<file path="src/rtl/awm_pkg.sv">
package awm_pkg;
  typedef enum logic [1:0] {
    ST_IDLE   = 2'd0,
    ST_SEARCH = 2'd1,
    ST_UPDATE = 2'd2,
    ST_RESP   = 2'd3
  } awm_state_e;
endpackage

</file>
<file path="src/rtl/awm_cam.sv">
// Tag array with per-slot valid bits and a parallel masked compare.
module awm_cam #(
  parameter int ADDR_W = 8,
  parameter int DEPTH  = 8,
  parameter int LVL_W  = 2,
  localparam int IDX_W = $clog2(DEPTH)
) (
  input  logic              clk,
  input  logic              rst_ni,
  input  logic              wr_en,
  input  logic [IDX_W-1:0]  wr_idx,
  input  logic [ADDR_W-1:0] wr_addr,
  input  logic [ADDR_W-1:0] cmp_addr,
  input  logic [LVL_W-1:0]  cmp_lvl,
  output logic [DEPTH-1:0]  match
);
  logic [ADDR_W-1:0] tag_q [DEPTH];
  logic [DEPTH-1:0]  vld_q, vld_d;
  logic [ADDR_W-1:0] keep;

  // bits at and above cmp_lvl take part in the compare
  assign keep = {ADDR_W{1'b1}} << cmp_lvl;

  for (genvar i = 0; i < DEPTH; i++) begin : g_slot
    always_ff @(posedge clk) begin
      if (wr_en && (wr_idx == IDX_W'(i))) begin
        tag_q[i] <= wr_addr;
      end
    end
    assign match[i] = vld_q[i] && (((tag_q[i] ^ cmp_addr) & keep) == '0);
  end

  always_comb begin
    vld_d = vld_q;
    if (wr_en) vld_d[wr_idx] = 1'b1;
  end

  always_ff @(posedge clk or negedge rst_ni) begin
    if (!rst_ni) vld_q <= '0;
    else         vld_q <= vld_d;
  end

  AST_ALLOC_INTO_FREE: assert property (@(posedge clk) disable iff (!rst_ni)
    wr_en |-> !vld_q[wr_idx]);
endmodule

</file>
<file path="src/rtl/awm_prio.sv">
// Lowest-index-first priority encoder over the match vector.
module awm_prio #(
  parameter int DEPTH  = 8,
  localparam int IDX_W = $clog2(DEPTH)
) (
  input  logic [DEPTH-1:0] match,
  output logic             hit,
  output logic [IDX_W-1:0] idx
);
  always_comb begin
    hit = |match;
    idx = '0;
    for (int i = DEPTH - 1; i >= 0; i--) begin
      if (match[i]) idx = IDX_W'(i);
    end
  end
endmodule

</file>
<file path="src/rtl/awm_wram.sv">
// Weight RAM, one asynchronous read port and one write port.
module awm_wram #(
  parameter int WT_W   = 12,
  parameter int DEPTH  = 8,
  localparam int IDX_W = $clog2(DEPTH)
) (
  input  logic                    clk,
  input  logic                    wr_en,
  input  logic [IDX_W-1:0]        wr_idx,
  input  logic signed [WT_W-1:0]  wr_data,
  input  logic [IDX_W-1:0]        rd_idx,
  output logic signed [WT_W-1:0]  rd_data
);
  logic signed [WT_W-1:0] mem_q [DEPTH];

  always_ff @(posedge clk) begin
    if (wr_en) mem_q[wr_idx] <= wr_data;
  end

  assign rd_data = mem_q[rd_idx];
endmodule

</file>
<file path="src/rtl/awm_train_alu.sv">
// w + ((err * rate) >>> SHIFT), saturated to WT_W bits.
module awm_train_alu #(
  parameter int WT_W   = 12,
  parameter int ERR_W  = 8,
  parameter int RATE_W = 4,
  parameter int SHIFT  = 2
) (
  input  logic signed [WT_W-1:0]  wt_in,
  input  logic signed [ERR_W-1:0] err,
  input  logic [RATE_W-1:0]       rate,
  output logic signed [WT_W-1:0]  wt_out
);
  localparam int PW = ERR_W + RATE_W + 1;
  localparam int SW = PW + WT_W;

  logic signed [PW-1:0] err_x, rate_x, prod, delta;
  logic signed [SW-1:0] sum;
  logic                 ovf;

  assign err_x  = {{(PW-ERR_W){err[ERR_W-1]}}, err};
  assign rate_x = {{(PW-RATE_W){1'b0}}, rate};
  assign prod   = err_x * rate_x;
  assign delta  = prod >>> SHIFT;
  assign sum    = {{(SW-WT_W){wt_in[WT_W-1]}}, wt_in} + {{(SW-PW){delta[PW-1]}}, delta};
  assign ovf    = (sum[SW-1:WT_W-1] != {(SW-WT_W+1){sum[SW-1]}});

  always_comb begin
    if (!ovf)              wt_out = sum[WT_W-1:0];
    else if (sum[SW-1])    wt_out = {1'b1, {(WT_W-1){1'b0}}};
    else                   wt_out = {1'b0, {(WT_W-1){1'b1}}};
  end
endmodule

</file>
<file path="src/rtl/awm_assoc_mem.sv">
module awm_assoc_mem
  import awm_pkg::*;
#(
  parameter int ADDR_W   = 8,
  parameter int DEPTH    = 8,
  parameter int MAX_MASK = 3,
  parameter int WT_W     = 12,
  parameter int ERR_W    = 8,
  parameter int RATE_W   = 4,
  parameter int SHIFT    = 2,
  parameter int INIT_WT  = 16,
  localparam int IDX_W   = $clog2(DEPTH),
  localparam int LVL_W   = $clog2(MAX_MASK + 1)
) (
  input  logic                   clk,
  input  logic                   rst_n,
  input  logic                   req_valid,
  output logic                   req_ready,
  input  logic                   req_train,
  input  logic [ADDR_W-1:0]      req_addr,
  input  logic signed [ERR_W-1:0] req_err,
  input  logic [RATE_W-1:0]      req_rate,
  output logic                   rsp_valid,
  output logic signed [WT_W-1:0] rsp_weight,
  output logic [IDX_W-1:0]       rsp_index,
  output logic [LVL_W-1:0]       rsp_mask,
  output logic                   rsp_alloc,
  output logic                   rsp_full
);
  localparam int PTR_W = $clog2(DEPTH + 1);

  // reset: asserted asynchronously, released after two clocks
  logic [1:0] rsync_q;
  logic       rst_ni;
  always_ff @(posedge clk or negedge rst_n) begin
    if (!rst_n) rsync_q <= '0;
    else        rsync_q <= {rsync_q[0], 1'b1};
  end
  assign rst_ni = rsync_q[1];

  awm_state_e              state_q, state_d;
  logic [LVL_W-1:0]        lvl_q, lvl_d;
  logic [PTR_W-1:0]        ptr_q, ptr_d;
  logic [IDX_W-1:0]        sel_q, sel_d;
  logic [ADDR_W-1:0]       addr_q;
  logic                    train_q;
  logic signed [ERR_W-1:0] err_q;
  logic [RATE_W-1:0]       rate_q;
  logic signed [WT_W-1:0]  rw_q, rw_d;
  logic [IDX_W-1:0]        ridx_q, ridx_d;
  logic [LVL_W-1:0]        rmask_q, rmask_d;
  logic                    ralloc_q, ralloc_d, rfull_q, rfull_d;
  logic                    ld_req;

  logic [DEPTH-1:0]        match;
  logic                    pe_hit;
  logic [IDX_W-1:0]        pe_idx;
  logic                    cam_wr, ram_wr;
  logic [IDX_W-1:0]        ram_widx, ram_ridx;
  logic signed [WT_W-1:0]  ram_wdata, ram_rdata, alu_out;
  logic                    is_full;

  assign is_full = (ptr_q == PTR_W'(DEPTH));

  awm_cam #(.ADDR_W(ADDR_W), .DEPTH(DEPTH), .LVL_W(LVL_W)) u_cam (
    .clk(clk), .rst_ni(rst_ni), .wr_en(cam_wr), .wr_idx(ptr_q[IDX_W-1:0]),
    .wr_addr(addr_q), .cmp_addr(addr_q), .cmp_lvl(lvl_q), .match(match)
  );

  awm_prio #(.DEPTH(DEPTH)) u_prio (.match(match), .hit(pe_hit), .idx(pe_idx));

  awm_wram #(.WT_W(WT_W), .DEPTH(DEPTH)) u_wram (
    .clk(clk), .wr_en(ram_wr), .wr_idx(ram_widx), .wr_data(ram_wdata),
    .rd_idx(ram_ridx), .rd_data(ram_rdata)
  );

  awm_train_alu #(.WT_W(WT_W), .ERR_W(ERR_W), .RATE_W(RATE_W), .SHIFT(SHIFT)) u_alu (
    .wt_in(ram_rdata), .err(err_q), .rate(rate_q), .wt_out(alu_out)
  );

  // next-state logic
  always_comb begin
    state_d   = state_q;
    lvl_d     = lvl_q;
    ptr_d     = ptr_q;
    sel_d     = sel_q;
    rw_d      = rw_q;
    ridx_d    = ridx_q;
    rmask_d   = rmask_q;
    ralloc_d  = ralloc_q;
    rfull_d   = rfull_q;
    ld_req    = 1'b0;
    cam_wr    = 1'b0;
    ram_wr    = 1'b0;
    ram_widx  = sel_q;
    ram_wdata = alu_out;
    ram_ridx  = (state_q == ST_SEARCH) ? pe_idx : sel_q;
    unique case (state_q)
      ST_IDLE: begin
        if (req_valid) begin
          ld_req  = 1'b1;
          lvl_d   = '0;
          state_d = ST_SEARCH;
        end
      end
      ST_SEARCH: begin
        if (pe_hit) begin
          sel_d    = pe_idx;
          rw_d     = ram_rdata;
          ridx_d   = pe_idx;
          rmask_d  = lvl_q;
          ralloc_d = 1'b0;
          rfull_d  = 1'b0;
          state_d  = train_q ? ST_UPDATE : ST_RESP;
        end else if (lvl_q != LVL_W'(MAX_MASK)) begin
          lvl_d = lvl_q + 1'b1;
        end else if (!is_full) begin
          cam_wr    = 1'b1;
          ram_wr    = 1'b1;
          ram_widx  = ptr_q[IDX_W-1:0];
          ram_wdata = WT_W'(INIT_WT);
          sel_d     = ptr_q[IDX_W-1:0];
          ptr_d     = ptr_q + 1'b1;
          rw_d      = WT_W'(INIT_WT);
          ridx_d    = ptr_q[IDX_W-1:0];
          rmask_d   = lvl_q;
          ralloc_d  = 1'b1;
          rfull_d   = 1'b0;
          state_d   = train_q ? ST_UPDATE : ST_RESP;
        end else begin
          rw_d     = '0;
          ridx_d   = '0;
          rmask_d  = lvl_q;
          ralloc_d = 1'b0;
          rfull_d  = 1'b1;
          state_d  = ST_RESP;
        end
      end
      ST_UPDATE: begin
        ram_wr    = 1'b1;
        ram_widx  = sel_q;
        ram_wdata = alu_out;
        rw_d      = alu_out;
        state_d   = ST_RESP;
      end
      ST_RESP: state_d = ST_IDLE;
      default: state_d = ST_IDLE;
    endcase
  end

  // control registers
  always_ff @(posedge clk or negedge rst_ni) begin
    if (!rst_ni) begin
      state_q  <= ST_IDLE;
      lvl_q    <= '0;
      ptr_q    <= '0;
      sel_q    <= '0;
      rw_q     <= '0;
      ridx_q   <= '0;
      rmask_q  <= '0;
      ralloc_q <= 1'b0;
      rfull_q  <= 1'b0;
    end else begin
      state_q  <= state_d;
      lvl_q    <= lvl_d;
      ptr_q    <= ptr_d;
      sel_q    <= sel_d;
      rw_q     <= rw_d;
      ridx_q   <= ridx_d;
      rmask_q  <= rmask_d;
      ralloc_q <= ralloc_d;
      rfull_q  <= rfull_d;
    end
  end

  // request capture, enable only
  always_ff @(posedge clk) begin
    if (ld_req) begin
      addr_q  <= req_addr;
      train_q <= req_train;
      err_q   <= req_err;
      rate_q  <= req_rate;
    end
  end

  assign req_ready  = (state_q == ST_IDLE);
  assign rsp_valid  = (state_q == ST_RESP);
  assign rsp_weight = rw_q;
  assign rsp_index  = ridx_q;
  assign rsp_mask   = rmask_q;
  assign rsp_alloc  = ralloc_q;
  assign rsp_full   = rfull_q;

  AST_PTR_STEP_ONE: assert property (@(posedge clk) disable iff (!rst_ni)
    !$stable(ptr_q) |-> (ptr_q == $past(ptr_q) + 1'b1));
  AST_BUSY_AFTER_ACCEPT: assert property (@(posedge clk) disable iff (!rst_ni)
    (req_valid && req_ready) |=> !req_ready);
  AST_RSP_SINGLE_CYCLE: assert property (@(posedge clk) disable iff (!rst_ni)
    rsp_valid |=> !rsp_valid);
  AST_FULL_NO_ALLOC: assert property (@(posedge clk) disable iff (!rst_ni)
    (rsp_valid && rsp_full) |-> (!rsp_alloc && rsp_weight == '0));
  AST_MASK_IN_RANGE: assert property (@(posedge clk) disable iff (!rst_ni)
    rsp_valid |-> (rsp_mask <= LVL_W'(MAX_MASK)));
endmodule

</file>
<file path="config.mk">
export PLATFORM = sky130hd
export DESIGN_NAME = awm_assoc_mem
export DESIGN_NICKNAME = d
export VERILOG_FILES = /design/src/rtl/awm_pkg.sv /design/src/rtl/awm_cam.sv /design/src/rtl/awm_prio.sv /design/src/rtl/awm_wram.sv /design/src/rtl/awm_train_alu.sv /design/src/rtl/awm_assoc_mem.sv
export SDC_FILE = /design/constraint.sdc
export NUM_CORES = 1
export LEC_CHECK = 0
export ABC_AREA = 1
export BUFFER_PORTS_ARGS = -buffer_cell sky130_fd_sc_hd__buf_2
export CORE_MARGIN = 5
export CORE_UTILIZATION = 40
export CTS_CLUSTER_SIZE = 12
export DETAILED_ROUTE_END_ITERATION = 8
export PLACE_DENSITY_LB_ADDON = 0.3
export SLEW_MARGIN = 5
export SYNTH_ARGS = -nofsm -noshare
export SYNTH_HDL_FRONTEND = slang
export SYNTH_SLANG_ARGS = --single-unit
</file>
<file path="constraint.sdc">
create_clock -name clk -period 3.5 [get_ports clk]
set_input_delay 0.875 -clock clk [delete_from_list [all_inputs] [get_ports clk]]
set_output_delay 0.875 -clock clk [all_outputs]
set_load 0.05 [all_outputs]
</file>
==> results_dict.tcl, run 1 <==
set metrics [dict create \
    status "finished, violations left" \
    violations "negative setup slack" \
    setup_ws_ns -1.76 \
    fin_crit_ns 5.26 \
    critPathTopFamily "adder cells" \
    cpMaxStageDelayCell "fa_1" \
    cts_made_buffers 25 \
    maxUsedRoutingLayer "met4" \
    vias 8518 \
    synth_seq_area_share_pct 56.5 \
    clk_latency_ns 0.52 \
    crit_buf_inv 5 \
    h-tree-depth 1 \
    cp_max_fo 10 \
    drive_gt1_share_pct 27.0 \
    routabilityCongestion 0.893 \
    final-seq-area_sq_mm 0.00644 \
    wl_um 26800 \
    yosysTopAreaCellShare_pct 47.7 \
    dpl.hpwl_um 19500 \
    clkTransAtPathRegs_ns 0.05 \
    start_util_pct 40.8 \
    clockBufferDepth 3 \
    route.detailed.drc 0 \
    final.setup_skew_ns 0.0108 \
    cts_tree "built" \
    synth_most_common_cell "nand2_1" \
    synth_nets 1217 \
    multi_input_area_sq_mm 0.00458 \
    syn-cell-area_sq_mm 0.0114 \
    yosys-top-cells-count "nand2_1, edfxtp_1, nand3_1" \
    setup_viol 108 \
    async_flop_share_pct 18.1 \
    grt_overflow_total 0 \
    die_x_um 179 \
    antenna_cells 0 \
    ys_top_cells_by_area "edfxtp_1, dfrtp_1, nand2_1" \
    drt.antenna.violating_nets 0 \
    fmax_mhz 190 \
    crit_arrival_ns 5.51 \
    ios 45 \
    setup_tns_ns -178.38 \
    drt-pass1-iter-count 5 \
    die_y_um 179 \
    finalMaxSlewViolations 0 \
    rsz0062_at_grt "true" \
    fin_util_pct 52.5 \
    nNetsFinal 1454 \
    grt_pass1_vias 8430 \
    wl_met2_um 12900 \
    synth_edf_count 181 \
    coreArea_sq_mm 0.0279 \
    io_buffers 44 \
    cp-start-kind "flop" \
    num_rows 61 \
    slew_headroom_pct 40.5 \
    yosysUniqueCellTypes 44 \
    grt_pass1_wl_um 43400 \
    syn_inst 1128 \
    maxCapViolCount 0 \
    fill_cells 2519 \
    critical_path_required_ns 3.75 \
    finalHoldViolations 0 \
    avgSynthCellArea_sq_um 10.1 \
    area.growth.synth_to_final_pct 28.6 \
    wl_met1_um 12100 \
    die_area_sq_mm 0.0320 \
    synth_ff_type "edfxtp_1" \
    worstMarginPinSlew_ns 0.892 \
    wl_met3_um 1430 \
    ys.warnings.count 0 \
    crit_type "reg -> reg" \
    wl_per_cell_um 15.2 \
    grt_max_degree 39 \
    hold_path_class "in -> async" \
    end_kind "flop" \
    ys_ff_latch 221 \
    post-route-period-util_pct 150 \
    via_per_inst 4.84 \
    clock-root-buffer "clkbuf_16" \
    grt_use_total_pct 17.0 \
    cts_hold_buf 0 \
    cts.sinks 221 \
    drt_iter0_markers 451 \
    synth_top_area_cell "edfxtp_1" \
    slowest_delay_ns 0.51 \
    antenna_found_initial 0 \
]
-- flip-flops by register name, indices dropped and copies added (netlist names) --
| name | flops |
|---|---|
| u_cam.tag_q | 64 |
| state_q | 2 |
| rate_q | 4 |
| u_cam.vld_q | 8 |
| u_wram.mem_q | 96 |
| rsp_mask | 2 |
| err_q | 8 |
| addr_q | 8 |
| rsp_alloc | 1 |
| ptr_q | 4 |
| lvl_q | 2 |
| sel_q | 3 |
| rsp_index | 3 |
| rsync_q | 2 |
| rsp_weight | 12 |
| rsp_full | 1 |
| train_q | 1 |
-- cell usage in the layout (no fill, tap or decap), types with 8 or more instances in the layout --
cell type,count
dfrtp_1,39
a21oi_1,26
nand3_1,150
nor2_1,54
clkbuf_1,9
inv_1,119
inv_2,16
clkbuf_16,26
edfxtp_1,181
o21ai_1,8
fa_1,18
buf_4,186
o21ai_0,34
nor3_1,9
nand2_1,236
buf_12,12
xnor2_1,15
buf_2,44
nor2_2,10
xor2_1,27
a21oi_2,12
ha_1,41
-- routing by layer --
metal | GRT usage [%] | vias to the layer above
met3 | 2.59 | 35
met5 | 0 | -
met2 | 28.7 | 193
met1 | 23.6 | 4016
met4 | 2.97 | 0
li1 | - | 4274
-- cell type report --
type,instances,share of cell area [%]
inverters,136,3.48
multi-input cells,733,31.2
clock buffers,34,4.50
clock inverters,11,0.418
repair buffers,248,13.2
flip-flops and latches,221,43.9
well taps,378,3.23
-- metrics by stage --
step	area (sq um)	setup WS, ns	instances	hold slack (ns)
detailed placement	13600	-1.75	1701	0.344
finish	14700	-1.76	1761	0.140
global placement	13600	-1.59	1701	0.332
floorplan	11500	-1.42	1128	0.331
global route	14700	-1.98	1761	0.123
CTS	14400	-1.66	1747	0.121
-- timing repair --
action,in CTS,in global routing
setup endpoints to repair,108,188
setup buffers,1,14
pin swaps,4,11
gates resized for setup,20,38
hold endpoints to repair,0,0
gates cloned,0,1
-- worst paths after layout --
path | slack, ns | depth (start not counted) | end | startpoint
min | 0.14 | 1 | rsync_q[1] | rst_n
min in group clk | 0.35 | 0 | rsync_q[1] | rsync_q[0]
min reg2reg | 0.35 | 0 | rsync_q[1] | rsync_q[0]
max reg2reg | -1.76 | 28 | u_wram.mem_q[5][7] | rate_q[3]
max | -1.76 | 28 | u_wram.mem_q[5][7] | rate_q[3]
max in group asynchronous | 2.55 | 0 | rsp_mask[1] | rsync_q[1]
-- cell families after synthesis --
group | synth area share, %
AND/OR/NAND/NOR | 19.2
buffers and inverters | 6.44
adder cells (fa/ha/maj) | 8.32
XOR/XNOR | 3.38
flip-flops | 56.5
other | 0.0329
AO/OA/AOI/OAI | 6.13
Power of run 1 is not shown: default switching activity piles up to over one toggle a cycle in this logic, so the estimate is an artifact.
==> inputs of run 2 (changes only) <==
--- a/config.mk
+++ b/config.mk
@@ -7,7 +7,6 @@
 export LEC_CHECK = 0
 export ABC_AREA = 1
 export BUFFER_PORTS_ARGS = -buffer_cell sky130_fd_sc_hd__buf_2
-export CORE_MARGIN = 5
 export CORE_UTILIZATION = 40
 export CTS_CLUSTER_SIZE = 12
 export DETAILED_ROUTE_END_ITERATION = 8
==> run 2 against run 1 <==
  * Global-route usage rose by 1.8 points
  * Largest cell class unchanged
  * Critical endpoint is now u_wram.mem_q[2][9]
  * Via count fell by 0.43%
  * Non-clock buffer count fell by 26
  * Final cell count fell by 1.5%
  * The flow still finishes with violations (negative setup slack)
  * Sequential share of layout area rose by 0.57 points
  * Register-to-register slack improved by 0.12 ns
==> results_dict.tcl, run 2 (synthesized netlist as in run 1, its figures left out) <==
set metrics [dict create \
    drt-pass1-iter-count 5 \
    violations "negative setup slack" \
    coreArea_sq_mm 0.0279 \
    maxCapViolCount 0 \
    finalHoldViolations 0 \
    vias 8481 \
    clkTransAtPathRegs_ns 0.06 \
    antenna_found_initial 0 \
    wl_per_cell_um 15.2 \
    cpMaxStageDelayCell "fa_1" \
    slowest_delay_ns 0.51 \
    die_area_sq_mm 0.0292 \
    ios 45 \
    setup_viol 108 \
    clock-root-buffer "clkbuf_16" \
    cp_max_fo 8 \
    cts_tree "built" \
    fin_util_pct 51.8 \
    fmax_mhz 195 \
    start_util_pct 40.8 \
    area.growth.synth_to_final_pct 27.0 \
    crit_type "reg -> reg" \
    largest_reg_flops 96 \
    routabilityCongestion 0.826 \
    h-tree-depth 1 \
    layout_common_cells "nand2_1, edfxtp_1, buf_4" \
    post-route-period-util_pct 147 \
    grt_max_degree 39 \
    wl_um 26400 \
    cts.sinks 221 \
    critical_path_required_ns 3.77 \
    num_rows 61 \
    grt_use_total_pct 18.8 \
    end_kind "flop" \
    regMostFlops "u_wram.mem_q" \
    fill_cells 2517 \
    hold_path_class "in -> async" \
    grt_pass1_wl_um 42800 \
    final_common_cell "nand2_1" \
    clockBufferDepth 3 \
    nNetsFinal 1428 \
    setup_ws_ns -1.64 \
    die_x_um 171 \
    route.detailed.drc 0 \
    cp-start-kind "flop" \
    cts_made_buffers 25 \
    worstMarginPinSlew_ns 0.865 \
    crit_arrival_ns 5.41 \
    drt_iter0_markers 633 \
    pre_cts_slack_ns -1.72 \
    grt_overflow_total 0 \
    finalMaxSlewViolations 0 \
    cts_hold_buf 0 \
    fin_crit_ns 5.14 \
    die_y_um 171 \
    final.setup_skew_ns 0.0146 \
    grt_pass1_vias 8498 \
    drt.antenna.violating_nets 0 \
    rsz0062_at_grt "true" \
    io_buffers 44 \
    clk_latency_ns 0.52 \
    slew_headroom_pct 42.3 \
    antenna_cells 0 \
    status "finished, violations left" \
    drive_gt1_share_pct 25.3 \
    dpl.hpwl_um 19100 \
    via_per_inst 4.89 \
]
==> run 2: path summary, 6_finish.rpt <==
kind | from | endpoint | slack (ns) | depth (start not counted)
worst max-delay path | rate_q[2] | u_wram.mem_q[2][9] | -1.64 | 28
worst min-delay path | rst_n | rsync_q[1] | 0.14 | 1
worst max register to register | rate_q[2] | u_wram.mem_q[2][9] | -1.64 | 28
worst min register to register | rsync_q[0] | rsync_q[1] | 0.35 | 0
max in group asynchronous | rsync_q[1] | rsp_mask[0] | 2.57 | 0
min in group clk | rsync_q[0] | rsync_q[1] | 0.35 | 0
==> run 2: area by class of cell <==
| type | count | area (sq um) | share of cell area, % |
|---|---|---|---|
| multi-input combinational | 733 | 4520 | 31.2 |
| sequential | 221 | 6440 | 44.5 |
| tap | 378 | 473 | 3.27 |
| inverter | 136 | 510 | 3.53 |
| clock buffer | 37 | 691 | 4.77 |
| timing repair buffer | 222 | 1740 | 12.0 |
| clock inverter | 8 | 96.3 | 0.666 |
==> run 2: per-layer routing <==
| layer | vias up | wire [um] | global-route usage [%] |
|---|---|---|---|
| met3 | 46 | 1190 | 2.41 |
| met4 | 0 | 617 | 5.48 |
| met2 | 170 | 12400 | 31.5 |
| li1 | 4224 | - | - |
| met1 | 4041 | 12100 | 25.6 |
| met5 | - | 0 | 0 |
==> run 2: worst max-delay path, delay by kind of cell, from the launching register on <==
kind | cells | cell delay [ns]
DFF | 1 | 0.43
adders and majority gates | 5 | 1.80
AOI/OAI and AO/OA | 9 | 1.26
buffers and inverters | 7 | 0.73
and+or+nand+nor | 5 | 0.35
xor gates and xnor gates | 2 | 0.31
==> run 2: per-stage QoR <==
step	TNS, ns	cells	hold WS [ns]	cell area [sq um]
3_5_place_dp	-173.44	1680	0.339	13400
3_3_place_gp	-164.98	1680	0.332	13400
5_1_grt	-203.01	1735	0.128	14500
4_1_cts	-165.90	1731	0.131	14400
2_1_floorplan	-144.86	1128	0.331	11500
6_report	-166.41	1735	0.140	14500
==> run 2: what timing repair did <==
item / CTS / global route
setup buffers: 8 / 4
gates cloned: 0 / 0
pin swaps: 11 / 7
setup endpoints to repair: 108 / 193
resized for setup: 34 / 18
Power of run 2 is left out for the same reason.
